$ cat src/rtl/wk_pkg.sv
package wk_pkg;
  typedef enum logic [1:0] {
    ST_RUN    = 2'd0,
    ST_STBY   = 2'd1,
    ST_SETTLE = 2'd2
  } wk_state_e;

  localparam logic [3:0] CAUSE_NONE  = 4'd0;
  localparam logic [3:0] CAUSE_NMI   = 4'd1;
  localparam logic [3:0] CAUSE_RESET = 4'd2;
  localparam logic [3:0] CAUSE_IRQ   = 4'd8;

  // prescaler select -> log2 of oscillator cycles per counter step
  function automatic logic [3:0] div_shift(input logic [2:0] sel);
    case (sel)
      3'd0:    div_shift = 4'd0;
      3'd1:    div_shift = 4'd2;
      3'd2:    div_shift = 4'd4;
      3'd3:    div_shift = 4'd5;
      3'd4:    div_shift = 4'd6;
      3'd5:    div_shift = 4'd8;
      3'd6:    div_shift = 4'd10;
      default: div_shift = 4'd12;
    endcase
  endfunction
endpackage

$ cat src/rtl/wk_pin_sync.sv
module wk_pin_sync #(
  parameter int          N       = 1,
  parameter logic        RST_VAL = 1'b0
) (
  input  logic         clk,
  input  logic         rst,
  input  logic [N-1:0] pin,
  output logic [N-1:0] level,
  output logic [N-1:0] rise,
  output logic [N-1:0] fall
);
  genvar g;
  generate
    for (g = 0; g < N; g++) begin : g_pin
      logic s1, s2, prev;
      always_ff @(posedge clk) begin
        if (rst) begin
          s1   <= RST_VAL;
          s2   <= RST_VAL;
          prev <= RST_VAL;
        end else begin
          s1   <= pin[g];
          s2   <= s1;
          prev <= s2;
        end
      end
      assign level[g] = s2;
      assign rise[g]  = s2 & ~prev;
      assign fall[g]  = ~s2 & prev;
    end
  endgenerate
endmodule

$ cat src/rtl/wk_src_arb.sv
module wk_src_arb #(
  parameter int N_IRQ  = 8,
  parameter int PRIO_W = 4,
  localparam int IDX_W = $clog2(N_IRQ)
) (
  input  logic                    nmi_rise,
  input  logic                    nmi_fall,
  input  logic                    nmi_rise_sel,
  input  logic [N_IRQ-1:0]        irq_rise,
  input  logic [N_IRQ-1:0]        irq_fall,
  input  logic [2*N_IRQ-1:0]      irq_sense,
  input  logic [PRIO_W*N_IRQ-1:0] irq_prio,
  input  logic [PRIO_W-1:0]       cpu_mask,
  output logic                    hit,
  output logic                    is_nmi,
  output logic [IDX_W-1:0]        irq_idx
);
  logic             nmi_ok;
  logic [N_IRQ-1:0] irq_ok;

  assign nmi_ok = nmi_rise_sel ? nmi_rise : nmi_fall;

  genvar g;
  generate
    for (g = 0; g < N_IRQ; g++) begin : g_q
      logic edge_sel, prio_ok;
      assign edge_sel = (irq_sense[2*g+1] & irq_rise[g]) | (irq_sense[2*g] & irq_fall[g]);
      assign prio_ok  = irq_prio[PRIO_W*g +: PRIO_W] >= cpu_mask;
      assign irq_ok[g] = edge_sel & prio_ok;
    end
  endgenerate

  // lowest index wins: scan downward, last hit kept
  always_comb begin
    irq_idx = '0;
    for (int i = N_IRQ - 1; i >= 0; i--) begin
      if (irq_ok[i]) irq_idx = IDX_W'(i);
    end
  end

  assign is_nmi = nmi_ok;
  assign hit    = nmi_ok | (|irq_ok);
endmodule

$ cat src/rtl/wk_settle_timer.sv
module wk_settle_timer #(
  parameter int CNT_W = 8,
  parameter int PRE_W = 12
) (
  input  logic       clk,
  input  logic       rst,
  input  logic       clear,
  input  logic       run,
  input  logic [2:0] cks,
  output logic       ovf
);
  import wk_pkg::*;

  logic [PRE_W-1:0] pre_cnt, pre_lim;
  logic [CNT_W-1:0] cnt;
  logic             tick;

  always_comb pre_lim = ~({PRE_W{1'b1}} << div_shift(cks));
  assign tick = run && (pre_cnt == pre_lim);
  assign ovf  = tick && (cnt == {CNT_W{1'b1}});

  always_ff @(posedge clk) begin
    if (rst || clear) begin
      pre_cnt <= '0;
      cnt     <= '0;
    end else if (run) begin
      if (tick) begin
        pre_cnt <= '0;
        cnt     <= cnt + 1'b1;
      end else begin
        pre_cnt <= pre_cnt + 1'b1;
      end
    end
  end

  // counter advances by at most one step per cycle while running
  a_r6_count_step: assert property (@(posedge clk) disable iff (rst)
    (run && !clear) |=> (cnt == $past(cnt)) || (cnt == $past(cnt) + 1'b1));
endmodule

$ cat src/rtl/stby_wake_seq.sv
module stby_wake_seq #(
  parameter int N_IRQ  = 8,
  parameter int PRIO_W = 4,
  parameter int CNT_W  = 8,
  parameter int PRE_W  = 12,
  localparam int IDX_W = $clog2(N_IRQ)
) (
  input  logic                    clk,
  input  logic                    rst,
  input  logic                    nmi_pin,
  input  logic [N_IRQ-1:0]        irq_pin,
  input  logic                    por_n,
  input  logic                    nmi_rise_sel,
  input  logic [2*N_IRQ-1:0]      irq_sense,
  input  logic [PRIO_W*N_IRQ-1:0] irq_prio,
  input  logic [PRIO_W-1:0]       cpu_mask,
  input  logic [2:0]              cks,
  input  logic                    stby_req,
  output logic                    osc_en,
  output logic                    wdt_clk_en,
  output logic                    sys_clk_en,
  output logic                    clkout_en,
  output logic                    exc_nmi,
  output logic                    exc_irq,
  output logic [IDX_W-1:0]        exc_irq_num,
  output logic                    exc_reset,
  output logic                    por_hold,
  output logic [1:0]              state,
  output logic [3:0]              wake_cause
);
  import wk_pkg::*;

  wk_state_e        st;
  logic             nmi_lvl, nmi_r, nmi_f;
  logic [N_IRQ-1:0] irq_lvl, irq_r, irq_f;
  logic             por_s, por_r, por_f;
  logic             arb_hit, arb_nmi;
  logic [IDX_W-1:0] arb_idx;
  logic             src_nmi_q;
  logic [IDX_W-1:0] src_idx_q;
  logic [2:0]       cks_q;
  logic             ovf;

  wk_pin_sync #(.N(1), .RST_VAL(1'b0)) u_nmi_sync (
    .clk(clk), .rst(rst), .pin(nmi_pin), .level(nmi_lvl), .rise(nmi_r), .fall(nmi_f));

  wk_pin_sync #(.N(N_IRQ), .RST_VAL(1'b0)) u_irq_sync (
    .clk(clk), .rst(rst), .pin(irq_pin), .level(irq_lvl), .rise(irq_r), .fall(irq_f));

  wk_pin_sync #(.N(1), .RST_VAL(1'b1)) u_por_sync (
    .clk(clk), .rst(rst), .pin(por_n), .level(por_s), .rise(por_r), .fall(por_f));

  wk_src_arb #(.N_IRQ(N_IRQ), .PRIO_W(PRIO_W)) u_arb (
    .nmi_rise(nmi_r), .nmi_fall(nmi_f), .nmi_rise_sel(nmi_rise_sel),
    .irq_rise(irq_r), .irq_fall(irq_f), .irq_sense(irq_sense),
    .irq_prio(irq_prio), .cpu_mask(cpu_mask),
    .hit(arb_hit), .is_nmi(arb_nmi), .irq_idx(arb_idx));

  wk_settle_timer #(.CNT_W(CNT_W), .PRE_W(PRE_W)) u_timer (
    .clk(clk), .rst(rst), .clear(st != ST_SETTLE), .run(st == ST_SETTLE),
    .cks(cks_q), .ovf(ovf));

  always_ff @(posedge clk) begin
    if (rst) begin
      st          <= ST_RUN;
      osc_en      <= 1'b1;
      sys_clk_en  <= 1'b1;
      clkout_en   <= 1'b1;
      wdt_clk_en  <= 1'b0;
      exc_nmi     <= 1'b0;
      exc_irq     <= 1'b0;
      exc_irq_num <= '0;
      exc_reset   <= 1'b0;
      por_hold    <= 1'b0;
      wake_cause  <= CAUSE_NONE;
      src_nmi_q   <= 1'b0;
      src_idx_q   <= '0;
      cks_q       <= '0;
    end else begin
      exc_nmi   <= 1'b0;
      exc_irq   <= 1'b0;
      exc_reset <= 1'b0;
      if (!por_s) begin
        st         <= ST_RUN;
        osc_en     <= 1'b1;
        sys_clk_en <= 1'b1;
        clkout_en  <= 1'b1;
        wdt_clk_en <= 1'b0;
        por_hold   <= 1'b1;
        wake_cause <= CAUSE_RESET;
      end else if (por_hold) begin
        por_hold  <= 1'b0;
        exc_reset <= 1'b1;
      end else begin
        unique case (st)
          ST_RUN: begin
            if (stby_req) begin
              st         <= ST_STBY;
              osc_en     <= 1'b0;
              sys_clk_en <= 1'b0;
              clkout_en  <= 1'b0;
              wdt_clk_en <= 1'b0;
              wake_cause <= CAUSE_NONE;
              cks_q      <= cks;
            end
          end
          ST_STBY: begin
            if (arb_hit) begin
              st         <= ST_SETTLE;
              osc_en     <= 1'b1;
              clkout_en  <= 1'b1;
              wdt_clk_en <= 1'b1;
              src_nmi_q  <= arb_nmi;
              src_idx_q  <= arb_idx;
              wake_cause <= arb_nmi ? CAUSE_NMI : (CAUSE_IRQ | 4'(arb_idx));
            end
          end
          ST_SETTLE: begin
            if (ovf) begin
              st          <= ST_RUN;
              sys_clk_en  <= 1'b1;
              wdt_clk_en  <= 1'b0;
              exc_nmi     <= src_nmi_q;
              exc_irq     <= !src_nmi_q;
              exc_irq_num <= src_idx_q;
            end
          end
          default: st <= ST_RUN;
        endcase
      end
    end
  end

  assign state = st;

  // standby keeps every clock off
  a_r2_standby_dark: assert property (@(posedge clk) disable iff (rst)
    (st == ST_STBY) |-> (!osc_en && !sys_clk_en && !wdt_clk_en && !clkout_en));

  // settling feeds only the counter
  a_r5_settle_gating: assert property (@(posedge clk) disable iff (rst)
    (st == ST_SETTLE) |-> (osc_en && wdt_clk_en && !sys_clk_en));

  // wake exceptions only on leaving settling
  a_r7_exc_after_settle: assert property (@(posedge clk) disable iff (rst)
    (exc_nmi || exc_irq) |-> ($past(st) == ST_SETTLE && st == ST_RUN && sys_clk_en));

  // without a qualified source, standby persists
  a_r8_no_hit_stays: assert property (@(posedge clk) disable iff (rst)
    (st == ST_STBY && por_s && !arb_hit) |=> (st == ST_STBY));

  // a low reset pin forces the run state with clocks on
  a_r11_por_force: assert property (@(posedge clk) disable iff (rst)
    (!por_s) |=> (st == ST_RUN && por_hold && sys_clk_en && !wdt_clk_en));

  // at most one exception request at a time
  a_r12_one_exc: assert property (@(posedge clk) disable iff (rst)
    $onehot0({exc_nmi, exc_irq, exc_reset}));
endmodule

$ cat config.mk
export PLATFORM = sky130hd
export DESIGN_NAME = stby_wake_seq
export DESIGN_NICKNAME = d
export VERILOG_FILES = /design/src/rtl/wk_pkg.sv /design/src/rtl/wk_pin_sync.sv /design/src/rtl/wk_src_arb.sv /design/src/rtl/wk_settle_timer.sv /design/src/rtl/stby_wake_seq.sv
export SDC_FILE = /design/constraint.sdc
export NUM_CORES = 1
export LEC_CHECK = 0
export BUFFER_PORTS_ARGS = -buffer_cell sky130_fd_sc_hd__buf_2
export CELL_PAD_IN_SITES_DETAIL_PLACEMENT = 1
export CELL_PAD_IN_SITES_GLOBAL_PLACEMENT = 2
export CORE_MARGIN = 1
export CORE_UTILIZATION = 32
export DETAILED_ROUTE_END_ITERATION = 6
export PLACE_DENSITY = 0.91
export SETUP_SLACK_MARGIN = 0.1
export SLEW_MARGIN = 10
export SYNTH_ARGS = -nofsm -noshare
export SYNTH_HDL_FRONTEND = slang
export SYNTH_SLANG_ARGS = --single-unit
$ cat constraint.sdc
create_clock -name clk -period 3.3 [get_ports clk]
set_input_delay 0.66 -clock clk [delete_from_list [all_inputs] [get_ports clk]]
set_output_delay 0.66 -clock clk [all_outputs]
set_load 0.005 [all_outputs]
==> results of run 1 <==
-- sequential cells by signal (all words and copies together), names as in the netlist, 2 cells and up --
signal                 cells
u_timer.pre_cnt           12
u_irq_sync.g_pin.prev      8
u_irq_sync.g_pin.s1        8
u_irq_sync.g_pin.s2        8
u_timer.cnt                8
wake_cause                 4
cks_q                      3
exc_irq_num                3
src_idx_q                  3
state                      2
-- cell type report --
type,instances,area (µm²),area share
Sequential cell,72,1440,0.320
Tap cell,140,175,0.0389
Multi-Input combinational cell,309,2060,0.457
Clock buffer,11,233,0.0516
Inverter,19,71.3,0.0158
Clock inverter,4,70.1,0.0155
Timing Repair Buffer,89,455,0.101
-- metrics by stage --
stage                util  instance area [µm²]
floorplan               -                 3630
global placement    0.385                 4210
detailed placement  0.385                 4210
CTS                 0.412                 4510
global route        0.412                 4510
finish              0.412                 4510
-- cells by family after synthesis --
logic type | after synthesis | synth area share
buffers and inverters | 31 | 0.0352
muxes | 5 | 0.0138
AOI/OAI and AO/OA | 79 | 0.139
DFF | 72 | 0.397
adders and majority gates | 34 | 0.117
and+or+nand+nor | 177 | 0.264
xor gates and xnor gates | 14 | 0.0338
-- cells in the mapped netlist, types with 2 or more instances --
library cell  instances
nand3_1              12
nand2_1              26
a32oi_1               2
o221ai_1              2
or2_2                 6
nor2b_1              31
o31ai_1               4
and2_1                3
mux2i_1               5
o21ai_0              30
nand3b_1             12
clkbuf_1             10
nor3_1                2
xnor2_1               4
a2111oi_0             2
dfxtp_1              72
and3_1                4
nor2_1               46
a21oi_1              19
a21o_1                2
nand4_1               7
o31a_1                2
ha_1                 34
inv_1                19
o211ai_1              3
nand2b_1              5
or3_1                 4
nor3b_1               7
or4_1                 3
o21a_1                2
and4_1                3
xor2_1               10
nor4_1                2
-- worst reg2reg max path, delay by kind of cell, from the launching register on --
| kind | cells | cell delay (ns) |
|---|---|---|
| AOI/OAI and AO/OA | 3 | 1.06 |
| muxes | 2 | 0.48 |
| and+or+nand+nor | 2 | 0.54 |
| DFF | 1 | 0.51 |
-- cell usage in the layout (no fill, tap or decap), types with 9 or more instances in the layout --
cell	netlist	layout
a21oi_1	19	19
buf_2	0	85
clkbuf_16	0	9
dfxtp_1	72	72
ha_1	34	34
inv_1	19	19
nand2_1	26	26
nand3_1	12	12
nand3b_1	12	12
nor2_1	46	46
nor2b_1	31	31
o21ai_0	30	30
xor2_1	10	10
-- metal layers --
layer	wire length, µm	GRT usage	up-vias	part of all wire
met3	307	0.0338	7	0.032
met2	4470	0.297	47	0.47
met5	0	0	-	0
li1	-	-	1629	-
met4	114	0.0560	0	0.012
met1	4600	0.213	1490	0.48
-- report_power, final --
group          switching, mW  leakage (nW)  internal [mW]
Combinational          0.141          1.21          0.119
Clock                  0.351         0.149          0.655
Sequential            0.0226         0.587          0.896
-- worst max-delay path by stage --
stage	from	slack, ns	cells past startpoint	endpoint
after floorplan	cpu_mask[3]	0.40	9	wake_cause[2]
after global placement	cpu_mask[2]	0.23	11	wake_cause[1]
after detailed placement	cpu_mask[2]	0.13	10	clkout_en
after CTS	cpu_mask[2]	0.45	10	clkout_en
after global routing	cks_q[2]	0.27	7	exc_irq_num[0]
final	cpu_mask[2]	0.42	10	clkout_en
==> results_dict.tcl, run 1 <==
set metrics [dict create \
    synth_edf_count 0 \
    reg2reg_from "cks_q[2]" \
    fin_crit_sh 0.871 \
    synthArstFlopShare 0 \
    path_cells "buf_2 -> inv_1 -> ha_1 -> o21ai_0 -> o21ai_0 -> a32oi_1 -> or3b_2 -> nor3_1 -> or3_1 -> nand3_1" \
    synth_area_per_cell_um2 8.81 \
    ys.flop_type "dfxtp_1" \
    layout.cells.non_filler 644 \
    leakagePower_nw 1.94 \
    ys_seq_elements 72 \
    dpl.cell_count 629 \
    period_minus_slack_ns 2.88 \
    cts_sinks 72 \
    finalPower_mw 2.18 \
    die_x_um 109 \
    drv_slew 0 \
    fin_skew_ns 0.00505 \
    wl_um 9490 \
    finalSetupTns_ns 0 \
    fillers 1342 \
    worstHoldStart "u_por_sync.g_pin[0].s1" \
    fmax_ghz 0.348 \
    yosysTopAreaCell "dfxtp_1" \
    status "complete, no violations" \
    n_antenna_cell 0 \
    antenna_found_initial 0 \
    holdWs_ns 0.409 \
    critical_path.top_delay_family "simple AND/OR/NAND/NOR gates" \
    drc_errors 0 \
    r2r_end "exc_irq_num[1]" \
    initial_core_util 0.332 \
    hold_end "u_por_sync.level" \
    hold_viol_final 0 \
    synth_cells 412 \
    cts_resized 0 \
    areaGrowthSynthToFinish_pct 24.2 \
    grt_usage 0.172 \
    cp.arrival_ns 3.06 \
    dr_total_vias 3173 \
    relSlewSlack 0.542 \
    insertion_delay_ns 0.33 \
    dr.pass1.iters 4 \
    synth_area_leaders "dfxtp_1 40%, ha_1 12%, nor2b_1 5.3%" \
    cts-htree-levels 3 \
    slowest_delay_ns 0.57 \
    syn_nets 515 \
    hold_path.class "register to register" \
    io_pins 86 \
    die_h_um 109 \
    core_area_um2 10900 \
    crit_fanout 8 \
    grt_pass1_wl_um 15600 \
    synth_area_um2 3630 \
    yosys_warnings 0 \
    worst_pin_slew_ns 0.687 \
    rsz0062_at_grt "no" \
    end_kind "register" \
    synth-seq-area-share 0.397 \
    crit_slowest_cell "or3b_2" \
    ir_worst_vdd_mv 0.209 \
    gp_congestion 0.820 \
    numPortBuffers 85 \
    finalSetupViolations 0 \
    cts_buffers 9 \
    yosysTopAreaCellShare 0.397 \
    critPathKind "primary input to register" \
    yosysUniqueCellTypes 50 \
    rr_worst_depth 7 \
    power_density_nw_per_um2 485 \
    cts_hold_buf 0 \
    drt_iter0_drc 101 \
    rows 38 \
    rrSetupSlack_ns 0.57 \
    crit_path_start_kind "primary input" \
    crit_top_cell "o21ai_0" \
    dieArea_um2 11800 \
    wl_per_cell_um 14.7 \
    grt_pass1_vias 3333 \
    drive_above_1_share 0.224 \
    overflow 0 \
    via_per_inst 4.93 \
    cts_root_buffer "clkbuf_16" \
    hold_depth 1 \
    cts_tree "yes" \
    worst_slack_ns 0.424 \
    grt_start_max_net_pins 29 \
    crit_required_ns 3.48 \
    nNetsFinal 603 \
    path_buf_inv 2 \
    place_ws_ns 0.128 \
    clk_path_buf_depth 2 \
    ant_nets 0 \
    place_hpwl_um 7450 \
    postCtsSetupRepairBufs 0 \
    maxCapViolCount 0 \
    clkSlewWorstSetupHoldPaths_ns 0.05 \
]
No activity file was read; power rests on OpenSTA's default activity.
==> inputs of run 2 (changes only) <==
- RECOVER_POWER: unset -> 100
==> run 2 against run 1 <==
Flip-flop and latch count is the same. Worst setup slack better by 0.011 ns. Clock skew hardly changed. Highest routed layer unchanged. Clock power barely moved. Global-route usage unchanged. Core utilization is 0.30 points lower. Sequential share of layout area grew 0.23 points. Clock-buffer cell count unchanged. Routed wire length about the same. Critical path depth stayed put.
==> results_dict.tcl, run 2 (synthesis gave the netlist of run 1 again) <==
set metrics [dict create \
    layout_common_cells "72 x dfxtp_1, 71 x buf_2, 46 x nor2_1" \
    cts_hold_buf 0 \
    clk_path_buf_depth 2 \
    postCtsSetupRepairBufs 0 \
    dieArea_um2 11800 \
    top_layer_used "met4" \
    clkSlewWorstSetupHoldPaths_ns 0.05 \
    hold_viol_final 0 \
    overflow 0 \
    via_per_inst 4.94 \
    fmax_ghz 0.349 \
    cts-htree-levels 3 \
    switching_share 0.235 \
    cts_buffers 9 \
    fillers 1348 \
    rows 38 \
    finalSetupTns_ns 0 \
    hold_end "u_por_sync.level" \
    cts_root_buffer "clkbuf_16" \
    p_int_mw 1.67 \
    power_density_nw_per_um2 487 \
    power_frac_seq 0.422 \
    crit_fanout 8 \
    netSwitchingPower_uw 512 \
    drv_slew 0 \
    grt_usage 0.172 \
    comb_power_share 0.117 \
    reg2reg_from "cks_q[2]" \
    hold_path.class "register to register" \
    worstHoldStart "u_por_sync.g_pin[0].s1" \
    gp_congestion 0.820 \
    hold_depth 1 \
    drt_iter0_drc 94 \
    maxCapViolCount 0 \
    critPathKind "primary input to register" \
    cts_sinks 72 \
    numPortBuffers 85 \
    fin_skew_ns 0.00477 \
    antenna_found_initial 0 \
    fin_crit_sh 0.868 \
    regMostFlops "u_timer.pre_cnt" \
    drt-met1-wl_um 4580 \
    placed_area_um2 4210 \
    grt_start_max_net_pins 29 \
    end_kind "register" \
    drc_errors 0 \
    rr_worst_depth 7 \
    core_area_um2 10900 \
    clkPwrFrac 0.461 \
    cp.arrival_ns 3.05 \
    cts_resized 0 \
    insertion_delay_ns 0.33 \
    nNetsFinal 603 \
    die_x_um 109 \
    period_minus_slack_ns 2.86 \
    relSlewSlack 0.192 \
    design_area_um2 4480 \
    final_common_cell "dfxtp_1" \
    io_pins 86 \
    rsz0062_at_grt "no" \
    grt_pass1_vias 3333 \
    dr_total_vias 3184 \
    wl_um 9490 \
    cts_tree "yes" \
    die_h_um 109 \
    drive_above_1_share 0.190 \
    crit_required_ns 3.48 \
    largest_reg_flops 12 \
    wl_per_cell_um 14.7 \
    finalSetupViolations 0 \
    worst_pin_slew_ns 1.21 \
    r2r_end "u_timer.cnt[7]" \
    routed-wl-met2_um 4480 \
    place_hpwl_um 7450 \
    crit_path_start_kind "primary input" \
    n_antenna_cell 0 \
    leakagePower_nw 1.87 \
    grt_pass1_wl_um 15600 \
    multi_input_area_um2 2050 \
    initial_core_util 0.332 \
    dr.pass1.iters 4 \
    rrSetupSlack_ns 0.45 \
    seq_area_um2 1440 \
    status "complete, no violations" \
    ant_nets 0 \
    ir_worst_vdd_mv 0.209 \
    areaGrowthSynthToFinish_pct 23.3 \
    wl_met3_um 317 \
]
-- run 2: area by class of cell --
type | instances | area share
multi-input combinational | 309 | 0.459
sequential | 72 | 0.322
timing repair buffer | 89 | 0.0962
clock buffer | 11 | 0.0520
tap | 140 | 0.0391
inverter | 19 | 0.0159
clock inverter | 4 | 0.0157
-- run 2: how the worst max path moves through the flow --
stage | from | endpoint | slack [ns] | cells past startpoint
final | cpu_mask[2] | clkout_en | 0.44 | 10
after global routing | cks_q[2] | u_timer.cnt[5] | 0.16 | 7
after CTS | cpu_mask[2] | clkout_en | 0.45 | 10
after detailed placement | cpu_mask[2] | clkout_en | 0.13 | 10
after global placement | cpu_mask[2] | wake_cause[1] | 0.23 | 11
after floorplan | cpu_mask[3] | wake_cause[2] | 0.40 | 9
-- run 2: worst max-delay path, stage by stage --
cell     delay [ns]
buf_2          0.09
inv_1          0.24
ha_1           0.30
o21ai_0        0.07
o21ai_0        0.14
a32oi_1        0.27
or3b_2         0.56
nor3_1         0.42
or3_1          0.20
nand3_1        0.09
-- run 2: stage by stage --
step | power [mW] | utilization | hold WS (ns) | std cells | setup WS, ns
floorplan | 1.09 | - | 0.389 | 412 | 0.398
detailed placement | 1.20 | 0.385 | 0.401 | 629 | 0.128
global placement | 1.19 | 0.385 | 0.391 | 629 | 0.232
finish | 2.18 | 0.409 | 0.409 | 644 | 0.435
global route | 2.28 | 0.409 | 0.435 | 644 | 0.165
CTS | 2.21 | 0.412 | 0.413 | 644 | 0.449
-- run 2: per-layer routing --
layer / vias up / GRT usage
met2: 47 / 0.297
met4: 0 / 0.0560
met1: 1501 / 0.213
met5: - / 0
met3: 7 / 0.0338
li1: 1629 / -
-- run 2: power by group through the flow --
| stage | clock (mW) | combinational, mW | sequential, mW |
|---|---|---|---|
| 4_1_cts | 1.03 | 0.263 | 0.919 |
| 3_3_place_gp | 0 | 0.250 | 0.936 |
| 2_1_floorplan | 0 | 0.163 | 0.929 |
| 5_1_grt | 1.07 | 0.290 | 0.923 |
| 3_5_place_dp | 0 | 0.261 | 0.938 |
| 6_report | 1.01 | 0.255 | 0.919 |
==> inputs of run 3 (changes only) <==
- CTS_BUF_LIST: unset -> sky130_fd_sc_hd__clkbuf_16
==> run 3 against run 2 <==
Power decreased by 0.23%. Register-to-register slack about the same. Sequential power about the same. First-iteration DRC count unchanged.
==> results_dict.tcl, run 3 (synthesis gave the netlist of run 1 again) <==
set metrics [dict create \
    gp_congestion 0.820 \
    reg2reg_from "cks_q[2]" \
    die_h_um 109 \
    rrSetupSlack_ns 0.46 \
    grt_pass1_vias 3333 \
    crit_path_start_kind "primary input" \
    drive_above_1_share 0.190 \
    grt_start_max_net_pins 29 \
    dr.pass1.iters 4 \
    period_minus_slack_ns 2.86 \
    io_pins 86 \
    insertion_delay_ns 0.33 \
    clkSlewWorstSetupHoldPaths_ns 0.05 \
    cts-htree-levels 3 \
    postCtsSetupRepairBufs 0 \
    critPathKind "primary input to register" \
    crit_required_ns 3.48 \
    hold_viol_final 0 \
    place_hpwl_um 7450 \
    initial_core_util 0.332 \
    fin_crit_sh 0.868 \
    drc_errors 0 \
    rsz0062_at_grt "no" \
    drt_iter0_drc 94 \
    largest_reg_flops 12 \
    dpl.cell_count 629 \
    dr_total_vias 3181 \
    leakagePower_nw 1.87 \
    cts_sinks 72 \
    startpoint "cpu_mask[2]" \
    clk_path_buf_depth 2 \
    cts_root_buffer "clkbuf_16" \
    finalSetupTns_ns 0 \
    layout.cells.non_filler 644 \
    dieArea_um2 11800 \
    grt_pass1_wl_um 15600 \
    via_per_inst 4.94 \
    wl_um 9500 \
    rows 38 \
    numPortBuffers 85 \
    overflow 0 \
    worst_pin_slew_ns 1.21 \
    rr_worst_depth 7 \
    finalPower_mw 2.17 \
    crit_fanout 8 \
    crit_path_end "clkout_en" \
    maxCapViolCount 0 \
    status "complete, no violations" \
    fin_skew_ns 0.00543 \
    fmax_ghz 0.349 \
    power_density_nw_per_um2 486 \
    core_area_um2 10900 \
    areaGrowthSynthToFinish_pct 23.3 \
    finalSetupViolations 0 \
    nNetsFinal 603 \
    relSlewSlack 0.192 \
    cts_buffers 9 \
    ir_worst_vdd_mv 0.210 \
    n_antenna_cell 0 \
    ant_nets 0 \
    wl_per_cell_um 14.7 \
    hold_path.class "register to register" \
    cts_tree "yes" \
    cp.arrival_ns 3.05 \
    end_kind "register" \
    r2r_end "u_timer.cnt[7]" \
    grt_usage 0.172 \
    cts_hold_buf 0 \
    antenna_found_initial 0 \
    drv_slew 0 \
    layout_common_cells "72 x dfxtp_1, 71 x buf_2, 46 x nor2_1" \
    die_x_um 109 \
    final_common_cell "dfxtp_1" \
    cts_resized 0 \
    design_area_um2 4480 \
    regMostFlops "u_timer.pre_cnt" \
    placed_area_um2 4210 \
]
[run 3: worst min path at each step]
stage	from	endpoint	slack, ns	cells after the start
6_report	u_por_sync.g_pin[0].s1	u_por_sync.level	0.41	1
5_1_grt	u_por_sync.g_pin[0].s1	u_por_sync.level	0.44	1
4_1_cts	u_por_sync.g_pin[0].s1	u_por_sync.level	0.41	1
3_5_place_dp	u_por_sync.g_pin[0].s1	u_por_sync.level	0.40	1
3_3_place_gp	u_por_sync.g_pin[0].s1	u_por_sync.level	0.39	1
2_1_floorplan	u_por_sync.g_pin[0].s1	u_por_sync.level	0.39	1
[run 3: critical path, cell delays in order]
cell	delay, ns
buf_2	0.09
inv_1	0.24
ha_1	0.30
o21ai_0	0.07
o21ai_0	0.14
a32oi_1	0.27
or3b_2	0.56
nor3_1	0.42
or3_1	0.20
nand3_1	0.09
[run 3: layer usage]
layer | track usage | wire (µm) | up-vias
li1 | - | - | 1628
met1 | 0.213 | 4580 | 1499
met2 | 0.297 | 4480 | 47
met3 | 0.0338 | 319 | 7
met4 | 0.0560 | 114 | 0
met5 | 0 | 0 | -
[run 3: cell type report]
cell class,instances,area [µm²]
timing repair buffer,89,430
clock inverter,6,77.6
inverter,19,71.3
multi-input combinational,309,2050
tap,140,175
clock buffer,9,225
fill,1348,6460
sequential,72,1440
[run 3: metrics by stage]
stage          hold WS, ns  setup slack (ns)   util
4_1_cts              0.413             0.449  0.412
2_1_floorplan        0.389             0.398      -
6_report             0.409             0.436  0.409
3_5_place_dp         0.401             0.128  0.385
3_3_place_gp         0.391             0.232  0.385
5_1_grt              0.435             0.164  0.409
[run 3: where the power goes]
| group | internal [mW] | leakage, nW | switching (mW) |
|---|---|---|---|
| combinational | 0.117 | 1.13 | 0.139 |
| sequential | 0.896 | 0.587 | 0.0226 |
| clock | 0.649 | 0.158 | 0.352 |
